### config.mk
export PLATFORM = sky130hd
export DESIGN_NAME = pit_timer
export DESIGN_NICKNAME = d
export VERILOG_FILES = /design/src/rtl/pit_pkg.sv /design/src/rtl/pit_regs.sv /design/src/rtl/pit_prescale.sv /design/src/rtl/pit_counter.sv /design/src/rtl/pit_timer.sv
export SDC_FILE = /design/constraint.sdc
export NUM_CORES = 1
export LEC_CHECK = 0
export ABC_AREA = 1
export BUFFER_PORTS_ARGS = -buffer_cell sky130_fd_sc_hd__buf_4
export CORE_MARGIN = 3
export CORE_UTILIZATION = 43
export CTS_CLUSTER_DIAMETER = 60
export DETAILED_ROUTE_END_ITERATION = 12
export PLACE_DENSITY = 0.61
export SLEW_MARGIN = 0
export SYNTH_ARGS = -nofsm -noshare
export SYNTH_HDL_FRONTEND = slang
export SYNTH_SLANG_ARGS = --single-unit
export TNS_END_PERCENT = 1
### constraint.sdc
create_clock -name clk -period 5.1 [get_ports clk]
set_input_delay 0.51 -clock clk [delete_from_list [all_inputs] [get_ports clk]]
set_output_delay 0.51 -clock clk [all_outputs]
set_load 0.01 [all_outputs]
### src/rtl/pit_pkg.sv
package pit_pkg;
  // Byte offsets of the registers.
  localparam int unsigned OFS_CTRL = 0;
  localparam int unsigned OFS_MOD  = 2;
  localparam int unsigned OFS_CNT  = 4;

  // Control/status bit positions.
  localparam int unsigned B_RUN   = 0;
  localparam int unsigned B_RLD   = 1;
  localparam int unsigned B_FLAG  = 2;
  localparam int unsigned B_IE    = 3;
  localparam int unsigned B_OVW   = 4;
  localparam int unsigned B_SPR0  = 5;
  localparam int unsigned B_SPR1  = 6;
  localparam int unsigned PRE_LSB = 8;
endpackage

### src/rtl/pit_regs.sv
module pit_regs
  import pit_pkg::*;
#(
  parameter int unsigned CNT_W  = 16,
  parameter int unsigned PRE_W  = 4,
  parameter int unsigned ADDR_W = 3
) (
  input  logic              clk,
  input  logic              rst_n,
  input  logic              wr_en,
  input  logic [ADDR_W-1:0] addr,
  input  logic [CNT_W-1:0]  wdata,
  input  logic              wrap,
  output logic [CNT_W-1:0]  ctrl_q,
  output logic [CNT_W-1:0]  mod_q,
  output logic              restart,
  output logic              ovw_load
);
  localparam logic [CNT_W-1:0] PRE_MASK = CNT_W'(((1 << PRE_W) - 1) << PRE_LSB);
  localparam logic [CNT_W-1:0] BIT_MASK = CNT_W'((1 << B_RUN) | (1 << B_RLD) |
      (1 << B_FLAG) | (1 << B_IE) | (1 << B_OVW) | (1 << B_SPR0) | (1 << B_SPR1));
  localparam logic [CNT_W-1:0] WR_MASK  = PRE_MASK | BIT_MASK;
  localparam logic [CNT_W-1:0] CFG_MASK = WR_MASK & ~CNT_W'((1 << B_FLAG) | (1 << B_IE));

  logic             ctrl_wr, mod_wr;
  logic [CNT_W-1:0] wd_m, ctrl_d;

  assign ctrl_wr  = wr_en && (addr == ADDR_W'(OFS_CTRL));
  assign mod_wr   = wr_en && (addr == ADDR_W'(OFS_MOD));
  assign wd_m     = wdata & WR_MASK;
  assign restart  = ctrl_wr && (((ctrl_q ^ wd_m) & CFG_MASK) != '0);
  assign ovw_load = mod_wr && ctrl_q[B_OVW];

  always_comb begin
    ctrl_d = ctrl_q;
    if (ctrl_wr) begin
      ctrl_d         = wd_m;
      ctrl_d[B_FLAG] = ctrl_q[B_FLAG] & ~wdata[B_FLAG];
    end
    if (mod_wr) ctrl_d[B_FLAG] = 1'b0;
    if (wrap)   ctrl_d[B_FLAG] = 1'b1;
  end

  always_ff @(posedge clk) begin
    if (!rst_n) begin
      ctrl_q <= '0;
      mod_q  <= '0;
    end else begin
      ctrl_q <= ctrl_d;
      if (mod_wr) mod_q <= wdata;
    end
  end
endmodule

### src/rtl/pit_prescale.sv
module pit_prescale #(
  parameter int unsigned PRE_W = 4,
  parameter int unsigned DIV_W = 1 << PRE_W
) (
  input  logic             clk,
  input  logic             rst_n,
  input  logic             run,
  input  logic             clear,
  input  logic [PRE_W-1:0] pre,
  output logic             tick
);
  logic [DIV_W-1:0] div_q;
  logic [DIV_W:0]   span;
  logic [DIV_W-1:0] term;

  // One tick every 2^(pre+1) cycles.
  assign span = {{DIV_W{1'b0}}, 1'b1} << (32'(pre) + 32'd1);
  assign term = DIV_W'(span - {{DIV_W{1'b0}}, 1'b1});
  assign tick = run && (div_q == term);

  always_ff @(posedge clk) begin
    if (!rst_n || clear || !run || tick) div_q <= '0;
    else                                 div_q <= div_q + 1'b1;
  end
endmodule

### src/rtl/pit_counter.sv
module pit_counter #(
  parameter int unsigned CNT_W = 16
) (
  input  logic             clk,
  input  logic             rst_n,
  input  logic             tick,
  input  logic             restart,
  input  logic [CNT_W-1:0] restart_val,
  input  logic             ovw_load,
  input  logic [CNT_W-1:0] load_val,
  input  logic [CNT_W-1:0] wrap_val,
  output logic [CNT_W-1:0] count_q,
  output logic             wrap
);
  assign wrap = tick && (count_q == '0);

  always_ff @(posedge clk) begin
    if (!rst_n)        count_q <= '1;
    else if (restart)  count_q <= restart_val;
    else if (ovw_load) count_q <= load_val;
    else if (wrap)     count_q <= wrap_val;
    else if (tick)     count_q <= count_q - 1'b1;
  end
endmodule

### src/rtl/pit_timer.sv
module pit_timer
  import pit_pkg::*;
#(
  parameter int unsigned CNT_W  = 16,
  parameter int unsigned PRE_W  = 4,
  parameter int unsigned ADDR_W = 3
) (
  input  logic              clk,
  input  logic              rst_n,
  input  logic              wr_en,
  input  logic              rd_en,
  input  logic [ADDR_W-1:0] addr,
  input  logic [CNT_W-1:0]  wdata,
  output logic [CNT_W-1:0]  rdata,
  output logic              irq
);
  localparam int unsigned DIV_W = 1 << PRE_W;

  logic [CNT_W-1:0] ctrl_q, mod_q, count_q;
  logic [CNT_W-1:0] cur_lim, new_lim, rd_mux;
  logic             restart, ovw_load, tick, wrap;

  pit_regs #(.CNT_W(CNT_W), .PRE_W(PRE_W), .ADDR_W(ADDR_W)) u_regs (
    .clk(clk), .rst_n(rst_n), .wr_en(wr_en), .addr(addr), .wdata(wdata),
    .wrap(wrap), .ctrl_q(ctrl_q), .mod_q(mod_q), .restart(restart),
    .ovw_load(ovw_load)
  );

  pit_prescale #(.PRE_W(PRE_W), .DIV_W(DIV_W)) u_pre (
    .clk(clk), .rst_n(rst_n), .run(ctrl_q[B_RUN]), .clear(restart),
    .pre(ctrl_q[PRE_LSB +: PRE_W]), .tick(tick)
  );

  assign cur_lim = ctrl_q[B_RLD] ? mod_q : '1;
  assign new_lim = wdata[B_RLD]  ? mod_q : '1;

  pit_counter #(.CNT_W(CNT_W)) u_cnt (
    .clk(clk), .rst_n(rst_n), .tick(tick), .restart(restart),
    .restart_val(new_lim), .ovw_load(ovw_load), .load_val(wdata),
    .wrap_val(cur_lim), .count_q(count_q), .wrap(wrap)
  );

  always_comb begin
    if (addr == ADDR_W'(OFS_CTRL))     rd_mux = ctrl_q;
    else if (addr == ADDR_W'(OFS_MOD)) rd_mux = mod_q;
    else if (addr == ADDR_W'(OFS_CNT)) rd_mux = count_q;
    else                               rd_mux = '0;
  end

  always_ff @(posedge clk) begin
    if (!rst_n)     rdata <= '0;
    else if (rd_en) rdata <= rd_mux;
  end

  assign irq = ctrl_q[B_IE] & ctrl_q[B_FLAG];
endmodule

==> results.cfg <==
[placement]
place_ws_ns = 1.047
io_buffers = 39
dp.cells = 869
gp_congestion = 0.8668
postPlaceCellArea_sq_mm = 0.004959
hpwl_mm = 10.14

[floorplan]
die_h_microns = 109.7
placementRows = 37
start_util = 0.4457
die_w_microns = 109.7
io_pins = 40
coreArea_sq_mm = 0.01037
dieArea_sq_mm = 0.01203

[worst_setup_path]
worstPathRequired_ns = 5.36
crit_path_top_delay_cell = nand2_1
endpoint_kind = register
r2r-end = u_cnt.count_q[15]$_SDFFE_PN1P_
cp_max_fo = 31
rr_worst_depth = 14
critical_path.endpoint = u_cnt.count_q[15]$_SDFFE_PN1P_
r2r-start = u_regs.ctrl_q[11]$_SDFFE_PN0P_
cpPeakStageDelay_ns = 0.73
worstSetupStartpoint = u_regs.ctrl_q[11]$_SDFFE_PN0P_
arrival_ns = 4.00
critPathLaunchType = register
worstPathCellList = inv_2, nand3_1, ha_1, nand3_1, o21ai_1, nand2_1, nand2_1, nand2_1, nor2_2, a21oi_2, nand2_1, o21ai_0, inv_1, nand2_1
rrSetupSlack_ns = 1.36
critPathKind = reg2reg
path_common_cell = nand2_1

[clock_tree]
ctsResizeCount = 0
h-tree-depth = 3
cts_tree = done
cts-root-buf = clkbuf_8
clockBufferDepth = 2
cts_buffers = 9
path_clk_slew_ns = 0.09
clock_latency_ns = 0.37
cts_setup_buffers = 0
holdBufCountCts = 0
clock-sinks = 75

[routing]
vias_per_cell = 5.384
num_vias = 4765
detail_route.iter0.violations = 390
drc = 0
finalWirelength_mm = 13.93
wl_per_cell_microns = 15.74
drt-pass1-iter-count = 5
postRouteAntennaNets = 0

[sta]
setup_violations = 0
tns_ns = 0
slew_violations = 0
setup_ws_ns = 1.365
hold_violations = 0
fin_skew_ns = 0.01180
relSlewSlack = 0.3611
final.min_clock_period_ns = 3.735
fin_crit_sh = 0.7324
worst_slew_pin_slew_ns = 0.9561
timing.fmax_mhz = 267.7
rsz0062_at_grt = no

[cells_and_area]
area_growth_syn_to_layout_pct = 12.32
fillers = 1088
drive_gt1_frac = 0.1068
finish.utilization = 0.5006
layout.nets = 770
stdcell_count = 885
fin_area_sq_mm = 0.005191
n_antenna_cell = 0

[logic_synthesis]
ys_types = 37
ys_ff_latch = 75
synth_ff_type = dfxtp_1
avgSynthCellArea_sq_um = 6.393
netlist_area_sq_mm = 0.004622
synth_seq_area_share = 0.3249
ys_warn_count = 0
synth_cells = 723
ys_async_sr_fraction = 0
syn_nets = 749
synth_edf_count = 0

[power]
power_leakage_uw = 0.002328
p_clk_frac = 0.412
internal_power_uw = 957.0
max-vdd-ir-drop_mv = 0.1099
p_comb_frac = 0.120
p_switching_uw = 379.2
power_frac_seq = 0.468
sw_frac_of_total = 0.2838
power_density_mw_per_mm2 = 257.4

[grt]
grt_usage = 0.2451
antenna_found_initial = 0
grt_pass1_vias = 4454
grt_max_degree = 56
grt_pass1_wl_mm = 22.86
grt_overflow = 0

[status]
outcome = finished clean

[worst_hold_path]
worstHoldPathType = in2reg

[flow_run]
cap_viol_max_count = 0
-- synthesized netlist by cell type, drive strengths merged (14+ instances only) --
cell type  instances  area [sq um]
a21oi             44         224.0
buf               16         92.59
clkbuf            17         63.81
dfxtp             75          1501
inv               92         345.3
nand2            181         699.4
nand3             56         292.8
nand4             14         87.58
nor2              74         302.8
nor3              16         80.08
o21ai             69         345.3
xor2              26         227.7
-- worst min-delay path by stage --
stage | slack, ns | cells after the start | endpoint | from
floorplan | 0.43 | 1 | u_pre.div_q[0]$_SDFF_PP0_ | u_pre.div_q[0]$_SDFF_PP0_
global placement | 0.46 | 2 | rdata[15]$_SDFFE_PN0P_ | rdata[15]$_SDFFE_PN0P_
detailed placement | 0.47 | 2 | rdata[15]$_SDFFE_PN0P_ | rdata[15]$_SDFFE_PN0P_
CTS | 0.40 | 3 | u_regs.ctrl_q[0]$_SDFFE_PN0P_ | wdata[0]
global route | 0.42 | 3 | u_regs.ctrl_q[0]$_SDFFE_PN0P_ | wdata[0]
finish | 0.42 | 3 | u_regs.ctrl_q[5]$_SDFFE_PN0P_ | wdata[5]
-- power by group through the flow --
stage	clock network [uW]	logic, uW	registers, uW
2_1_floorplan	0	103	632
3_3_place_gp	0	156	638
3_5_place_dp	0	157	639
4_1_cts	557	159	625
5_1_grt	582	180	628
6_report	551	160	626
-- cell type report --
type,count,area [sq um],share of cell area
clock buffer,10,137.6,0.02651
clock inverter,6,95.09,0.01832
inverter,94,352.8,0.06797
multi-input combinational,521,2611,0.5030
sequential,75,1501,0.2892
tap,136,170.2,0.03278
timing repair buffer,43,322.8,0.06218
-- metal layers --
metal  GRT usage  wire length [microns]
met1      0.3475                   6644
met2      0.3753                   6093
met3     0.04815                   1039
met4     0.07480                    150
met5           0                      0
-- cell families after synthesis --
kind of cell,share of synthesized area
buffers and inverters,0.1102
XOR/XNOR,0.06010
flip-flops,0.3249
other,0.0008113
AO/OA/AOI/OAI,0.1557
adder cells (fa/ha/maj),0.008122
AND/OR/NAND/NOR,0.3403
-- state kept, by name, indices dropped and copies added (netlist names) --
register,count
rdata,16
u_cnt.count_q,16
u_pre.div_q,16
u_regs.ctrl_q,11
u_regs.mod_q,16
-- through the flow --
| stage | power, uW | hold WS (ns) |
|---|---|---|
| finish | 1336 | 0.4224 |
| global route | 1389 | 0.4165 |
| CTS | 1341 | 0.4038 |
| detailed placement | 796.0 | 0.4680 |
| global placement | 794.3 | 0.4635 |
| floorplan | 735.1 | 0.4301 |
-- cells in the final DEF (no fill, tap or decap), types with 2 or more instances in the layout --
master       n
dfxtp_1     75
nor2_1      68
nor3b_1      6
a21oi_1     43
nand3_1     55
nor2_4       2
nand2_2      5
inv_1       87
nor2_2       4
xor2_1      26
nand4_1     14
nor3_1      16
inv_6        2
ha_1         3
a41oi_1      4
buf_4       43
bufinv_16    2
o21ai_1      6
clkinv_1     2
nor4_1       6
o21ai_0     63
o22ai_1      5
inv_2        5
a311oi_1     7
xnor2_1      3
clkbuf_8    10
nand2_1    175
o31ai_1      2
clkinv_4     2
-- critical path: cells and delay by family, from the launching register on --
| family | cells | cell delay (ns) |
|---|---|---|
| flops | 1 | 0.68 |
| buf+inv | 2 | 0.33 |
| compound gates | 3 | 0.58 |
| fa+ha+maj | 1 | 0.24 |
| simple gates | 8 | 1.80 |
Power figures use the tool's default switching activity.
